File: src/rtl/rfsh_pkg.sv
package rfsh_pkg;
  typedef struct packed {
    logic inc;     // add one backlog entry
    logic dec;     // retire one backlog entry
    logic reload;  // load new interval, restart count
  } rfshStrobe_t;
endpackage

File: src/rtl/rfsh_datapath.sv
module rfsh_datapath
  import rfsh_pkg::*;
#(
  parameter int INTERVAL_W   = 12,
  parameter int DEF_INTERVAL = 780,
  parameter int PEND_W       = 4
) (
  input  logic                  clk,
  input  logic                  rstN,
  input  rfshStrobe_t           stb,
  input  logic [INTERVAL_W-1:0] intervalData,
  output logic                  tick,
  output logic                  pendZero,
  output logic                  pendFull,
  output logic [PEND_W-1:0]     pendCnt
);
  localparam logic [PEND_W-1:0]     PEND_MAX = '1;
  localparam logic [PEND_W-1:0]     PEND_ONE = PEND_W'(1);
  localparam logic [INTERVAL_W-1:0] DEF_VAL  = INTERVAL_W'(DEF_INTERVAL);

  logic [INTERVAL_W-1:0] intervalReg;
  logic [INTERVAL_W-1:0] cnt;
  logic [INTERVAL_W:0]   cntNext;
  logic [PEND_W-1:0]     pend;

  assign cntNext  = {1'b0, cnt} + (INTERVAL_W + 1)'(1);
  assign tick     = (cntNext >= {1'b0, intervalReg});
  assign pendZero = (pend == '0);
  assign pendFull = (pend == PEND_MAX);
  assign pendCnt  = pend;

  // interval register and cycle counter
  always_ff @(posedge clk) begin
    if (!rstN) begin
      intervalReg <= DEF_VAL;
      cnt         <= '0;
    end else if (stb.reload) begin
      intervalReg <= intervalData;
      cnt         <= '0;
    end else if (tick) begin
      cnt <= '0;
    end else begin
      cnt <= cntNext[INTERVAL_W-1:0];
    end
  end

  // backlog counter
  always_ff @(posedge clk) begin
    if (!rstN) begin
      pend <= '0;
    end else begin
      unique case ({stb.inc, stb.dec})
        2'b10:   pend <= pend + PEND_ONE;
        2'b01:   pend <= pend - PEND_ONE;
        default: pend <= pend;
      endcase
    end
  end

  // the count never passes the interval
  assert_cnt_range_R2: assert property (@(posedge clk) disable iff (!rstN)
    (intervalReg != '0) |-> (cnt < intervalReg));

  // coincident event and acknowledge keep the count
  assert_pend_hold_R6: assert property (@(posedge clk) disable iff (!rstN)
    (stb.inc && stb.dec) |=> (pend == $past(pend)));

  // a full backlog never wraps
  assert_no_overflow_R7: assert property (@(posedge clk) disable iff (!rstN)
    (pend == PEND_MAX && !stb.dec) |=> (pend == PEND_MAX));
endmodule

File: src/rtl/rfsh_ctrl.sv
module rfsh_ctrl
  import rfsh_pkg::*;
(
  input  logic        clk,
  input  logic        rstN,
  input  logic        tick,
  input  logic        pendZero,
  input  logic        pendFull,
  input  logic        userBusy,
  input  logic        rfshAck,
  input  logic        intervalWe,
  output rfshStrobe_t stb,
  output logic        rfshReq,
  output logic        rfshUrgent
);
  logic accept;

  always_comb begin
    rfshUrgent = pendFull;
    rfshReq    = !pendZero && (!userBusy || pendFull);
    accept     = rfshReq && rfshAck;
    stb.reload = intervalWe;
    stb.dec    = accept;
    stb.inc    = tick && !intervalWe && (!pendFull || accept);
  end

  // nothing is retired while no request is raised
  assert_ack_gated_R4: assert property (@(posedge clk) disable iff (!rstN)
    (!rfshReq) |-> (!stb.dec));
endmodule

File: src/rtl/rfsh_backlog.sv
module rfsh_backlog
  import rfsh_pkg::*;
#(
  parameter int INTERVAL_W   = 12,
  parameter int DEF_INTERVAL = 780,
  parameter int PEND_W       = 4
) (
  input  logic                  clk,
  input  logic                  rstN,
  input  logic                  intervalWe,
  input  logic [INTERVAL_W-1:0] intervalData,
  input  logic                  userBusy,
  input  logic                  rfshAck,
  output logic                  rfshReq,
  output logic                  rfshUrgent,
  output logic [PEND_W-1:0]     pendCnt
);
  rfshStrobe_t stb;
  logic        tick;
  logic        pendZero;
  logic        pendFull;

  rfsh_ctrl i_ctrl (
    .clk       (clk),
    .rstN      (rstN),
    .tick      (tick),
    .pendZero  (pendZero),
    .pendFull  (pendFull),
    .userBusy  (userBusy),
    .rfshAck   (rfshAck),
    .intervalWe(intervalWe),
    .stb       (stb),
    .rfshReq   (rfshReq),
    .rfshUrgent(rfshUrgent)
  );

  rfsh_datapath #(
    .INTERVAL_W  (INTERVAL_W),
    .DEF_INTERVAL(DEF_INTERVAL),
    .PEND_W      (PEND_W)
  ) i_dp (
    .clk         (clk),
    .rstN        (rstN),
    .stb         (stb),
    .intervalData(intervalData),
    .tick        (tick),
    .pendZero    (pendZero),
    .pendFull    (pendFull),
    .pendCnt     (pendCnt)
  );

  // an empty backlog never requests
  assert_idle_no_req_R3: assert property (@(posedge clk) disable iff (!rstN)
    (pendCnt == '0) |-> !rfshReq);

  // urgency always comes with a request
  assert_urgent_req_R8: assert property (@(posedge clk) disable iff (!rstN)
    rfshUrgent |-> rfshReq);

  // an accepted refresh with more queued leaves work pending
  assert_drain_R5: assert property (@(posedge clk) disable iff (!rstN)
    (rfshReq && rfshAck && pendCnt > PEND_W'(1)) |=> (pendCnt != '0));
endmodule

File: config.mk
export PLATFORM = sky130hd
export DESIGN_NAME = rfsh_backlog
export DESIGN_NICKNAME = d
export VERILOG_FILES = /design/src/rtl/rfsh_pkg.sv /design/src/rtl/rfsh_datapath.sv /design/src/rtl/rfsh_ctrl.sv /design/src/rtl/rfsh_backlog.sv
export SDC_FILE = /design/constraint.sdc
export NUM_CORES = 1
export LEC_CHECK = 0
export ABC_AREA = 1
export BUFFER_PORTS_ARGS = -buffer_cell sky130_fd_sc_hd__clkbuf_2
export CAP_MARGIN = 20
export CORE_MARGIN = 2
export CORE_UTILIZATION = 60
export CTS_BUF_LIST = sky130_fd_sc_hd__clkbuf_8
export DETAILED_ROUTE_END_ITERATION = 8
export GPL_ROUTABILITY_DRIVEN = 0
export GPL_TIMING_DRIVEN = 0
export PLACE_DENSITY = 0.89
export SLEW_MARGIN = 20
export SYNTH_ARGS = -nofsm -noshare
export SYNTH_HDL_FRONTEND = slang
export SYNTH_SLANG_ARGS = --single-unit
export TNS_END_PERCENT = 30
File: constraint.sdc
create_clock -name clk -period 4.45 [get_ports clk]
set_input_delay 1.1125 -clock clk [delete_from_list [all_inputs] [get_ports clk]]
set_output_delay 1.1125 -clock clk [all_outputs]
set_load 0.05 [all_outputs]
==> impl_results.md <==
* CP max stage cell: dfxtp_1
* Routed vias/inst at 5.17
* Crit path buffers/inverters at 1
* Fin crit period at 3.77 ns
* Proportion of synthesized area in mux cells at 0%
* Maxcap violations at 0
* Placed cells at 295
* Root Driver: clkbuf_8
* Worst VDD drop at 0.225 mV
* Post-synthesis adder-cell area fraction at 12.3%
* # H-tree levels at 1
* P&R area growth vs syn at 12.3%
* CP peak stage delay at 0.49 ns
* Seq/Total Area, Yosys at 31.2%
* Number of global-route vias before repair at 1440
* Flip-flop and latch count after synthesis at 28
* Residual DRC at 0
* Final hold viol count at 0
* Synthesized cell area at 0.00179 mm2
* Crit path cell chain: ha_1, nand2_2, nor2_4, nand4_1, or2_0, nand2_1, inv_1, ha_1, nand3_1, nor3_1, nand3_2, nand3_1, nand2_1, ha_1, ha_1, nand2_1, nand2_1, nor2_1, nor2_1, o21ai_0, a21oi_1
* TritonCTS clock tree: built
* Boundary Pins at 23
* Port Buffer Count at 22
* Worst-Skew Late Latency at 0.28 ns
* Most common cell after layout, fill and taps aside: inv_1
* # nets final at 303
* Final max-slew violation count at 0
* Overall routing resource usage at 23.3%
* Tightest Pin Transition at 0.412 ns
* Mapped Nets at 276
* Hold path cells at 2
* Setup Skew at 0.00304 ns
* Critical path required time at 4.61 ns
* Synth Area in Simple Gates at 30.4%
* Largest net degree at the start of global routing at 17
* DP Wirelength at 2840 um
* DR vias at 1546
* Final global-route overflow total at 0
* RSZ-0062 raised after global routing: no
* Worst setup EP type: flip-flop
* Post-Layout Cell Count at 299
* Final setup fails at 0
* Largest family of logic cells by synthesized area: simple AND/OR/NAND/NOR gates
* Worst Path Arrival at 3.93 ns
* Final clock period utilization by the worst path at 84.7%
* First DRT Iteration DRCs at 69
* Share of layout cells above drive strength 1 at 17.9%
* Fin util at 71.8%
* 1st-pass router iterations at 4
* Hold endpoint: i_dp.intervalReg[10]
* Deepest clock path buffer count at 2
* Initial core utilization at 64.0%
* Static Leak at 1.02 nW
* Total wire length at 3510 um
* Final hold slack at 0.482 ns
* Hold crit path type: flip-flop to flip-flop
* Post-CTS setup buffers at 0
* CTS resizes at 0
* Core area at 0.00281 mm2
* Library cells used by synthesis at 26
* Num CTS Buffers at 3
* Rows at 19
* Syn Inst Count at 242
* Worst setup path category: flip-flop to flip-flop
* Die span in x at 58.7 um
* Worst Min Path Start: i_dp.intervalReg[10]
* Die height at 58.7 um
* XOR/XNOR share of the synthesized area at 3.91%
* Status: finished clean
* Detail Route Antenna Nets at 0
* Final TNS setup at 0 ns
* Max Clk Rate at 265 MHz
* Die area at 0.00344 mm2
* Synth Area in Compound Gates at 9.62%
* Drt wl/cell at 11.8 um
* Register-to-register setup slack at 0.68 ns
* CTS Hold Bufs at 0
* Crit path max fanout at 5
* Initial antenna violation count at 0
* CP Launch Type: flip-flop
* RR Startpoint: i_dp.cnt[0]
* Slew margin rel. at 72.4%
* Commonest non-fill, non-tap cells in the layout: 50 x inv_1, 45 x nand2_1, 28 x dfxtp_1
* Pwr Total at 517 uW
* First-pass GRT wire length at 6200 um
* Ys Warns at 0
* Sinks on Clock Net at 28
* PwrDens at 257 mW/mm2
* Worst r2r dst: i_dp.pendCnt[3]
* Clk slew on worst S/H paths at 0.09 ns
* Diode count at 0
* CP top delay family: simple AND/OR/NAND/NOR gates
* Reg2Reg Depth at 21
* Synth Area per Inst at 7.41 um2
## layout make-up
type                       instances  area [um2]
multi-input combinational        159        1010
fill                             211         791
sequential                        28         561
inverter                          51         194
timing repair buffer              22         110
clock buffer                       3        41.3
tap                               31        38.8
buffer                             4        31.3
clock inverter                     1        30.0
## state kept, by name (all words and copies together) (netlist names)
name and cells:
i_dp.cnt 12, i_dp.pendCnt 4, i_dp.intervalReg 12
## power by group
part,leakage [nW],switching [mW],internal (mW)
clock network,0.0357,0.0796,0.121
logic,0.760,0.0330,0.0211
registers,0.229,0.00376,0.259
## synthesized netlist by cell type, drive strengths merged
cell    instances  area [um2]
nor4            1        6.26
o21ai          16        80.1
dfxtp          28         561
xnor2           2        17.5
clkbuf          3        11.3
fa              1        20.0
nor3            2        10.0
xor2            6        52.6
nand3          10        60.1
inv            51         194
or2             1        6.26
o21bai          1        7.51
nand2          48         188
nor2b           1        13.8
and2            1        6.26
a21oi          17        85.1
nor2           31         209
ha             16         200
nand4           5        46.3
buf             1        20.0
## cells by family after synthesis
| family | Yosys count |
|---|---|
| AO/OA/AOI/OAI | 34 |
| XOR/XNOR | 8 |
| adder cells (fa/ha/maj) | 17 |
| buffers and inverters | 55 |
| flip-flops | 28 |
| AND/OR/NAND/NOR | 100 |
## worst reg2reg max path, stage by stage, from the launching register on
cell and delay [ns]:
dfxtp_1 0.49, ha_1 0.25, nand2_2 0.08, nor2_4 0.15, nand4_1 0.13, or2_0 0.22, nand2_1 0.13, inv_1 0.06
ha_1 0.29, nand3_1 0.11, nor3_1 0.22, nand3_2 0.14, nand3_1 0.13, nand2_1 0.07, ha_1 0.26, ha_1 0.34
nand2_1 0.07, nand2_1 0.04, nor2_1 0.16, nor2_1 0.06, o21ai_0 0.17, a21oi_1 0.08
## metal layers
metal | part of all wire (%) | up-vias | GRT usage, % | routed length, um
met1 | 45 | 705 | 29.7 | 1580
met3 | 2.9 | 7 | 2.20 | 103
li1 | - | 803 | - | -
met4 | 1.7 | 0 | 7.14 | 61
met5 | 0 | - | 0 | 0
met2 | 50 | 31 | 41.6 | 1770
## stage by stage
stage               setup WS (ns)  instance area (um2)
floorplan                    1.19                 1790
global placement            0.820                 1940
detailed placement          0.735                 1940
CTS                         0.687                 2010
global route                0.312                 2010
finish                      0.679                 2010
## how the worst max path moves through the flow
stage,slack [ns],cells past startpoint,to,from
3_5_place_dp,0.74,21,i_dp.pendCnt[3],i_dp.cnt[0]
3_3_place_gp,0.82,21,i_dp.pendCnt[3],i_dp.cnt[0]
6_report,0.68,21,i_dp.pendCnt[3],i_dp.cnt[0]
5_1_grt,0.31,21,i_dp.pendCnt[3],i_dp.cnt[0]
2_1_floorplan,1.19,21,i_dp.pendCnt[3],i_dp.cnt[0]
4_1_cts,0.69,21,i_dp.pendCnt[3],i_dp.cnt[0]
Power figures use the tool's default switching activity.
